## config.mk

```make
export PLATFORM = sky130hd
export DESIGN_NAME = dmairq_status
export DESIGN_NICKNAME = d
export VERILOG_FILES = /design/src/rtl/dmairq_pkg.sv /design/src/rtl/dmairq_decode.sv /design/src/rtl/dmairq_bank.sv /design/src/rtl/dmairq_readmux.sv /design/src/rtl/dmairq_status.sv
export SDC_FILE = /design/constraint.sdc
export NUM_CORES = 1
export LEC_CHECK = 0
export ABC_AREA = 1
export BUFFER_PORTS_ARGS = -buffer_cell sky130_fd_sc_hd__buf_2
export CAP_MARGIN = 20
export CORE_MARGIN = 8
export CORE_UTILIZATION = 41
export CTS_CLUSTER_DIAMETER = 40
export CTS_CLUSTER_SIZE = 8
export DETAILED_ROUTE_END_ITERATION = 10
export HOLD_SLACK_MARGIN = 0.06
export PLACE_DENSITY = 0.84
export SETUP_SLACK_MARGIN = 0.02
export SLEW_MARGIN = 25
export SYNTH_ARGS = -nofsm -noshare
export SYNTH_HDL_FRONTEND = slang
export SYNTH_SLANG_ARGS = --single-unit
```

## constraint.sdc

```tcl
create_clock -name clk -period 1.1 [get_ports clk]
set_input_delay 0.055 -clock clk [delete_from_list [all_inputs] [get_ports clk]]
set_output_delay 0.055 -clock clk [all_outputs]
set_load 0.02 [all_outputs]
```

## src/rtl/dmairq_pkg.sv

```systemverilog
package dmairq_pkg;
  localparam int DEF_NUM_CH     = 10;
  localparam int DEF_GRP_CH     = 5;
  localparam int DEF_REG_W      = 8;
  localparam int DEF_ADDR_W     = 4;
  localparam int DEF_GRP_STRIDE = 8;

  function automatic int grp_count(input int nch, input int per);
    return (nch + per - 1) / per;
  endfunction
endpackage

```

## src/rtl/dmairq_decode.sv

```systemverilog
module dmairq_decode #(
  parameter int NUM_GRP    = 2,
  parameter int ADDR_W     = 4,
  parameter int GRP_STRIDE = 8
) (
  input  logic              bus_en_i,
  input  logic              bus_we_i,
  input  logic [ADDR_W-1:0] bus_addr_i,
  output logic [NUM_GRP-1:0] grp_hit_o,
  output logic [NUM_GRP-1:0] grp_wr_o
);
  for (genvar g = 0; g < NUM_GRP; g++) begin : g_grp
    localparam logic [ADDR_W-1:0] GRP_ADDR = ADDR_W'(g * GRP_STRIDE);
    assign grp_hit_o[g] = bus_en_i && (bus_addr_i == GRP_ADDR);
    assign grp_wr_o[g]  = grp_hit_o[g] && bus_we_i;
  end
endmodule

```

## src/rtl/dmairq_bank.sv

```systemverilog
module dmairq_bank #(
  parameter int GRP_CH  = 5,
  parameter int BASE_CH = 0,
  parameter int NUM_CH  = 10
) (
  input  logic              clk,
  input  logic              rst_n,
  input  logic [GRP_CH-1:0] req_i,
  input  logic              wr_i,
  input  logic [GRP_CH-1:0] wdata_i,
  output logic [GRP_CH-1:0] flag_o
);
  for (genvar b = 0; b < GRP_CH; b++) begin : g_bit
    localparam int CH = BASE_CH + b;
    if (CH < NUM_CH) begin : g_live
      logic flag_q;
      always_ff @(posedge clk or negedge rst_n) begin
        if (!rst_n)                    flag_q <= 1'b0;
        else if (req_i[b])             flag_q <= 1'b1;
        else if (wr_i && !wdata_i[b])  flag_q <= 1'b0;
      end
      assign flag_o[b] = flag_q;

      assert_set_wins_R7: assert property (@(posedge clk) disable iff (!rst_n)
        req_i[b] |=> flag_o[b]);
      assert_clear_R4: assert property (@(posedge clk) disable iff (!rst_n)
        (wr_i && !wdata_i[b] && !req_i[b]) |=> !flag_o[b]);
      assert_keep_one_R5: assert property (@(posedge clk) disable iff (!rst_n)
        (wr_i && wdata_i[b] && !req_i[b]) |=> $stable(flag_o[b]));
      assert_no_sw_set_R6: assert property (@(posedge clk) disable iff (!rst_n)
        !req_i[b] |=> !$rose(flag_o[b]));
    end else begin : g_pad
      assign flag_o[b] = 1'b0;
    end
  end
endmodule

```

## src/rtl/dmairq_readmux.sv

```systemverilog
module dmairq_readmux #(
  parameter int NUM_GRP = 2,
  parameter int GRP_CH  = 5,
  parameter int REG_W   = 8
) (
  input  logic [NUM_GRP-1:0]        grp_hit_i,
  input  logic [NUM_GRP*GRP_CH-1:0] flags_i,
  output logic [REG_W-1:0]          rdata_o
);
  always_comb begin
    rdata_o = '0;
    for (int g = 0; g < NUM_GRP; g++) begin
      if (grp_hit_i[g]) rdata_o = rdata_o | REG_W'(flags_i[g*GRP_CH +: GRP_CH]);
    end
  end
endmodule

```

## src/rtl/dmairq_status.sv

```systemverilog
module dmairq_status
  import dmairq_pkg::*;
#(
  parameter int NUM_CH     = DEF_NUM_CH,
  parameter int GRP_CH     = DEF_GRP_CH,
  parameter int REG_W      = DEF_REG_W,
  parameter int ADDR_W     = DEF_ADDR_W,
  parameter int GRP_STRIDE = DEF_GRP_STRIDE
) (
  input  logic              clk,
  input  logic              rst_n,
  input  logic [NUM_CH-1:0] ch_req_i,
  input  logic              bus_en_i,
  input  logic              bus_we_i,
  input  logic [ADDR_W-1:0] bus_addr_i,
  input  logic [REG_W-1:0]  bus_wdata_i,
  output logic [REG_W-1:0]  bus_rdata_o,
  output logic [NUM_CH-1:0] flag_o,
  output logic              pending_o
);
  localparam int NUM_GRP = grp_count(NUM_CH, GRP_CH);
  localparam int PAD_W   = NUM_GRP * GRP_CH;

  logic [NUM_GRP-1:0] grp_hit, grp_wr;
  logic [PAD_W-1:0]   req_pad, flags_all;
  logic               pending_q;

  assign req_pad = PAD_W'(ch_req_i);

  dmairq_decode #(.NUM_GRP(NUM_GRP), .ADDR_W(ADDR_W), .GRP_STRIDE(GRP_STRIDE)) u_decode (
    .bus_en_i  (bus_en_i),
    .bus_we_i  (bus_we_i),
    .bus_addr_i(bus_addr_i),
    .grp_hit_o (grp_hit),
    .grp_wr_o  (grp_wr)
  );

  for (genvar g = 0; g < NUM_GRP; g++) begin : g_bank
    dmairq_bank #(.GRP_CH(GRP_CH), .BASE_CH(g*GRP_CH), .NUM_CH(NUM_CH)) u_bank (
      .clk    (clk),
      .rst_n  (rst_n),
      .req_i  (req_pad[g*GRP_CH +: GRP_CH]),
      .wr_i   (grp_wr[g]),
      .wdata_i(bus_wdata_i[GRP_CH-1:0]),
      .flag_o (flags_all[g*GRP_CH +: GRP_CH])
    );
  end

  if (REG_W > GRP_CH) begin : g_unused_hi
    logic unused_wdata_hi;
    assign unused_wdata_hi = ^bus_wdata_i[REG_W-1:GRP_CH];
  end

  dmairq_readmux #(.NUM_GRP(NUM_GRP), .GRP_CH(GRP_CH), .REG_W(REG_W)) u_readmux (
    .grp_hit_i(grp_hit),
    .flags_i  (flags_all),
    .rdata_o  (bus_rdata_o)
  );

  always_ff @(posedge clk or negedge rst_n) begin
    if (!rst_n) pending_q <= 1'b0;
    else        pending_q <= |flags_all;
  end

  assign pending_o = pending_q;
  assign flag_o    = flags_all[NUM_CH-1:0];

  assert_pending_lag_R9: assert property (@(posedge clk) disable iff (!rst_n)
    pending_o == $past(|flag_o));
  assert_upper_zero_R3: assert property (@(posedge clk) disable iff (!rst_n)
    bus_rdata_o[REG_W-1:GRP_CH] == '0);
  assert_other_addr_zero_R8: assert property (@(posedge clk) disable iff (!rst_n)
    (!bus_en_i || (int'(bus_addr_i) % GRP_STRIDE != 0)
     || (int'(bus_addr_i) / GRP_STRIDE >= NUM_GRP)) |-> bus_rdata_o == '0);
endmodule

```

==> key figures, run 1 <==
Hold path
  – Hold-critical path endpoint: g_bank[1].u_bank.g_bit[0].g_live.flag_q$_DFFE_PN0P_
  – Hold Crit Depth: 5
  – Hold Path Class: in2reg
  – Worst hold start: bus_wdata_i[0]

Final layout
  – Share of layout cells above drive strength 1: 34.2%
  – Design Area, Final: between 900 and 1000 um^2
  – Area Growth Syn to Fin: 43.3%
  – N_diodes: 0
  – Most common cell after layout, fill and taps aside: nand2_1
  – Commonest cells after routing, fill and taps aside: nand2_1, buf_2, inv_1
  – Finished Layout Cells: between 150 and 200
  – Number of nets in the layout: between 150 and 200

Global route
  – Gr usage total: 11.4%
  – Pin count of the biggest net entering global routing: 12
  – Initial antenna violation count: 0
  – First-pass GRT wire length: between 3000 and 4000 um
  – Grt total ovfl: 0
  – Number of global-route vias before repair: around 770

CTS
  – CTS root buffer: clkbuf_4
  – Num Clock Sinks: 11
  – Clock Path Buffers: 2
  – Clock buffer count from CTS: 3
  – H-tree level count: 1
  – Worst-path clk slew: 70 ps
  – CTS tree: done
  – Clock Latency Late Sink: 270 ps

Worst setup path
  – Critical path class: reg2out
  – Number of cells on the worst reg-to-reg path: 3
  – CP Capture Type: output port
  – Worst setup SP type: flop
  – CP Max Fanout: 4
  – Crit Reg-Reg Endpoint: pending_o$_DFF_PN0_
  – Critical Path AT: between 900 and 1000 ps
  – R2r startpoint: g_bank[0].u_bank.g_bit[0].g_live.flag_q$_DFFE_PN0P_
  – R2r setup slk: about 90 ps
  – Worst EP required: about 1000 ps
  – Crit path from: g_bank[0].u_bank.g_bit[4].g_live.flag_q$_DFFE_PN0P_

Route
  – Post-DRT Antenna Nets: 0
  – DR iter-0 viols: 12
  – Via Count: about 740
  – Post-Route WL: around 1900 um
  – Vias per Instance: between 4 and 5
  – Drt drc: 0
  – Drt pass-1 iters: 4
  – WL/cell: between 10 and 15 um

Synth
  – Cell variety after synth: 13
  – Sequential element share of the synthesized area: roughly two fifths
  – Gate count of the mapped netlist: 100
  – Cell Area, Synth: around 700 um^2
  – Avg Cell Area, Syn: roughly 7.0 um^2
  – Syn. warnings: 0
  – Synth Register Bits: 11

Die
  – Die width: between 50 and 60 um
  – Die H: roughly 57 um
  – Io pins: 45
  – Starting Density: between 40% and 50%
  – FP Rows: 15
  – Die ar.: ~3300 um^2
  – Core area: 1650 um^2

Place
  – Hpwl dp: approximately 1300 um
  – DP Cell Count: about 140
  – Port bufs: 38
  – Dpl cell area: roughly 810 um^2
  – GPL Wtd Cong: approximately 0.75

STA
  – Hold Vio Cnt, Final: 0
  – Setup Skew: between 5 and 6 ps
  – Min Tclk post-route: ~1000 ps
  – TNS Setup: 0 ps
  – Max Clk Rate: between 0.9 and 1 GHz
  – Pins Over Slew Limit: 0
  – Final setup fails: 0
  – Tcrit/Tclk final: between 90 and 100%
  – RSZ-0062 raised after global routing: yes

Run status
  – Status: finished, final reports clean

Pwr
  – Reg power frac: slightly below 50%
  – Worst vdd ir: around 0.7 mV
  – Gate power share: 18.2%
  – Psw: 223 uW
  – Total power: around 840 uW
  – Sw frac: between 20% and 30%
  – Cell internal pwr: ~620 uW
  – Clk pwr share: roughly 33%
  – Power density cells: roughly 850 nW/um^2
  – Leak: about 0.55 nW

Job
  – Max Cap Viol: 0
-- cells in the mapped netlist --
library cell  instances  area [um^2]
nand3_1              10         50.1
inv_1                17         63.8
nand2_1              39          146
nor3_1                1         5.00
nor4_1                1         6.26
buf_2                 1         5.00
conb_1                1         3.75
nor2_2                1         6.26
nand2_2               1         6.26
nor2_1                2         7.51
nor2_4                2         22.5
buf_4                13         97.6
dfrtp_1              11          275
-- logic make-up (layout without fill, tap and decap cells) --
kind of cell | after synthesis | in the layout | synth area share [%]
AND/OR/NAND/NOR | 57 | 57 | 36.0
flip-flops | 11 | 11 | 39.6
other | 1 | 3 | 0.539
buffers and inverters | 31 | 75 | 23.9
-- layout make-up --
| class | instances | area (um^2) |
|---|---|---|
| inverters | 17 | 63.8 |
| fillers | 153 | 654 |
| repair buffers | 54 | 349 |
| clock buffers | 4 | 26.3 |
| multi-input cells | 60 | 262 |
| flip-flops and latches | 11 | 275 |
| well taps | 17 | 21.3 |
-- registers in the layout, indices dropped and copies added, names as in the netlist --
signal                             count
pending_o                              1
g_bank.u_bank.g_bit.g_live.flag_q     10
-- per-stage QoR --
stage	setup slack, ps	hold slack (ps)	util [%]
finish	73.4	83.7	60.4
global placement	190	-73.5	49.2
floorplan	270	-241	-
CTS	81.3	84.3	57.4
global route	11.7	107	60.4
detailed placement	125	-62.6	49.2
-- critical path, stage by stage, from the launching register on --
cell     delay (ps)
dfrtp_1         420
nand2_1          80
nand2_1          70
buf_6           130
-- metal layers --
layer	routed length, um	up-vias	track usage [%]
met4	61	0	7.05
met1	676	324	10.5
met5	0	-	0
met2	986	36	20.8
li1	-	369	-
met3	176	6	3.99
-- power by group through the flow --
stage / clock, mW / combinational [mW] / sequential, mW
after floorplan: 0 / 0.0696 / 0.417
final: 0.282 / 0.153 / 0.409
after detailed placement: 0 / 0.117 / 0.417
after global routing: 0.313 / 0.169 / 0.410
after global placement: 0 / 0.113 / 0.417
after CTS: 0.291 / 0.147 / 0.409
-- worst max path at each step --
stage / to / cells past startpoint
after floorplan: pending_o$_DFF_PN0_ / 4
after global placement: bus_rdata_o[1] / 7
after detailed placement: bus_rdata_o[2] / 7
after CTS: bus_rdata_o[0] / 3
after global routing: bus_rdata_o[4] / 3
final: bus_rdata_o[4] / 3
-- what timing repair did --
item,4_1_cts,5_1_grt
hold buffers,11,0
gates resized for setup,0,4
endpoints found under the setup margin,0,4
setup buffers,0,5
endpoints found under the hold margin,21,0
(Power assumes the default switching activity.)
==> run 2: changes to the inputs <==
Settings changed: BUFFER_PORTS_ARGS -buffer_cell sky130_fd_sc_hd__buf_2 to default, CORE_AREA from default to 8 8 45 47, CORE_MARGIN 8 to default, CORE_UTILIZATION 41 to default, DIE_AREA from default to 0 0 53 55, DONT_BUFFER_PORTS from default to 1, PLACE_DENSITY 0.84 to 0.73.
==> run 2 against run 1 <==
Compared with the run above: combinational power is 17% lower; critical path type unchanged; critical path depth stayed put; global-route usage is 0.89 points higher; largest power group unchanged; utilization is 6.3 points higher; critical endpoint unchanged; via count is 14% lower; die area is 11% lower; flip-flop and latch count stayed put; sequential share of layout area is 2.2 points higher; sequential power hardly changed.
==> key figures, run 2 (synthesized netlist as in run 1, its figures left out) <==
Run status
  – Status: finished, final reports clean

Route
  – Post-DRT Antenna Nets: 0 (unchanged)
  – Vias per Instance: 4.65 (+3.2%)
  – Drt pass-1 iters: 4 (unchanged)
  – DR iter-0 viols: 15 (+3)
  – Via Count: 633 (-14%)
  – Post-Route WL: 1730 um (-8.9%)
  – WL/cell: 12.7 um (+9.1%)
  – Drt drc: 0 (unchanged)

Global route
  – Number of global-route vias before repair: 616 (-19%)
  – Grt total ovfl: 0 (unchanged)
  – Pin count of the biggest net entering global routing: 12 (unchanged)
  – Gr usage total: 12.3% (+0.89 points)
  – Initial antenna violation count: 0 (unchanged)
  – First-pass GRT wire length: 2640 um (-17%)

Die
  – Io pins: 45 (unchanged)
  – FP Rows: 14 (-1)
  – Die ar.: 2920 um^2 (-11%)
  – Die width: 53 um (-7.3%)
  – Die H: 55 um (-3.8%)
  – Starting Density: 50.3% (+8.2 points)
  – Core area: 1380 um^2 (-16%)

Final layout
  – Share of layout cells above drive strength 1: 19.2% (-15 points)
  – N_diodes: 0 (unchanged)
  – Max reg flops: 10 (unchanged)
  – Layout fillers: 117 (-24%)
  – Most common cell after layout, fill and taps aside: nand2_1
  – Number of nets in the layout: 147 (-15%)
  – Fin util: 66.7% (+6.3 points)
  – Commonest cells after routing, fill and taps aside: nand2_1, inv_1, dlygate4sd3_1
  – Design Area, Final: 923 um^2 (-7.4%)
  – Area Growth Syn to Fin: 32.7%
  – Largest register by flop count: g_bank.u_bank.g_bit.g_live.flag_q

CTS
  – Num Clock Sinks: 11 (unchanged)
  – Worst-path clk slew: 70 ps (about the same)
  – CTS root buffer: clkbuf_4
  – H-tree level count: 1 (unchanged)
  – CTS tree: done
  – Clock Latency Late Sink: 270 ps (about the same)
  – Clock buffer count from CTS: 3 (unchanged)
  – Clock Path Buffers: 2 (unchanged)

Place
  – Port bufs: 0 (-100%)
  – Dpl cell area: 696 um^2 (-14%)
  – Hpwl dp: 1250 um (-7.5%)
  – GPL Wtd Cong: 0.710 (-4.9%)

Pwr
  – Gate power share: 15.6% (-2.6 points)
  – Reg power frac: 50.3% (+1.9 points)
  – Power density cells: 880 nW/um^2 (+3.9%)
  – Cell internal pwr: 605 uW (-2.7%)
  – Worst vdd ir: 0.729 mV (+4.8%)
  – Sw frac: 25.6% (-0.85 points)
  – Psw: 208 uW (-6.9%)
  – Leak: 0.469 nW (-15%)
  – Clk pwr share: 34.1% (+0.7 points)
  – Total power: 813 uW (-3.8%)

Worst setup path
  – Worst EP required: 1040 ps (about the same)
  – Worst setup SP type: flop
  – Critical Path AT: 1010 ps (+40 ps)
  – CP Capture Type: output port
  – CP Max Fanout: 3 (-1)
  – Critical path class: reg2out

STA
  – Final setup fails: 0 (unchanged)
  – RSZ-0062 raised after global routing: yes
  – TNS Setup: 0 ps (unchanged)
  – Tcrit/Tclk final: 97.0% (+3.7 points)
  – Max Clk Rate: 0.937 GHz (-3.8%)
  – Min Tclk post-route: 1070 ps (+40.9 ps)
  – Pins Over Slew Limit: 0 (unchanged)
  – Setup Skew: 2.53 ps (-2.71 ps)
  – Hold Vio Cnt, Final: 0 (unchanged)

Job
  – Max Cap Viol: 0 (unchanged)

Hold path
  – Hold Path Class: in2reg
## run 2: metal layers
metal	global-route usage [%]	part of all wire, %	vias up
met1	11.6	36	282
met4	9.91	2.8	0
met3	4.28	9.8	5
met5	0	0	-
li1	-	-	319
met2	21.5	51	27
## run 2: final cells by class
class / instances / area (um^2) / share of cell area, %
Multi-Input combinational cell: 60 / 274 / 29.7
Clock buffer: 4 / 26.3 / 2.85
Timing Repair Buffer: 28 / 264 / 28.6
Sequential cell: 11 / 275 / 29.8
Inverter: 17 / 63.8 / 6.91
Tap cell: 16 / 20.0 / 2.17
## run 2: path summary, 6_finish.rpt
path / startpoint / endpoint / slack (ps) / cells past startpoint
worst max-delay path: g_bank[0].u_bank.g_bit[4].g_live.flag_q$_DFFE_PN0P_ / bus_rdata_o[4] / 30 / 3
worst min-delay path: bus_en_i / g_bank[0].u_bank.g_bit[3].g_live.flag_q$_DFFE_PN0P_ / 130 / 5
worst max register to register: g_bank[1].u_bank.g_bit[0].g_live.flag_q$_DFFE_PN0P_ / pending_o$_DFF_PN0_ / 90 / 3
worst min register to register: g_bank[0].u_bank.g_bit[0].g_live.flag_q$_DFFE_PN0P_ / pending_o$_DFF_PN0_ / 500 / 2
max in group asynchronous: rst_n / g_bank[0].u_bank.g_bit[4].g_live.flag_q$_DFFE_PN0P_ / 600 / 1
min in group asynchronous: rst_n / g_bank[0].u_bank.g_bit[1].g_live.flag_q$_DFFE_PN0P_ / 170 / 1
## run 2: power by group through the flow
stage                     Sequential [mW]  Clock, mW  Combinational [mW]
after detailed placement            0.416          0              0.0635
after floorplan                     0.417          0              0.0696
after global placement              0.416          0              0.0623
after global routing                0.409      0.297               0.140
after CTS                           0.409      0.277               0.125
final                               0.409      0.277               0.127
## run 2: repair_timing
item | CTS | global route
setup buffers | 0 | 1
gates resized for setup | 4 | 4
cloned | 0 | 0
endpoints found under the hold margin | 21 | 0
hold buffers | 17 | 0
endpoints found under the setup margin | 4 | 3
pin swaps | 0 | 3
## run 2: per-stage QoR
stage	setup slack (ps)	instances	hold WS, ps
4_1_cts	38.3	135	137
3_3_place_gp	244	114	-240
6_report	32.5	136	131
3_5_place_dp	222	114	-240
2_1_floorplan	270	102	-241
5_1_grt	16.4	136	166
## run 2: critical path, stage by stage, from the launching register on
cell     delay, ps
dfrtp_1        390
buf_4          170
nand2_1         80
nand2_2        100
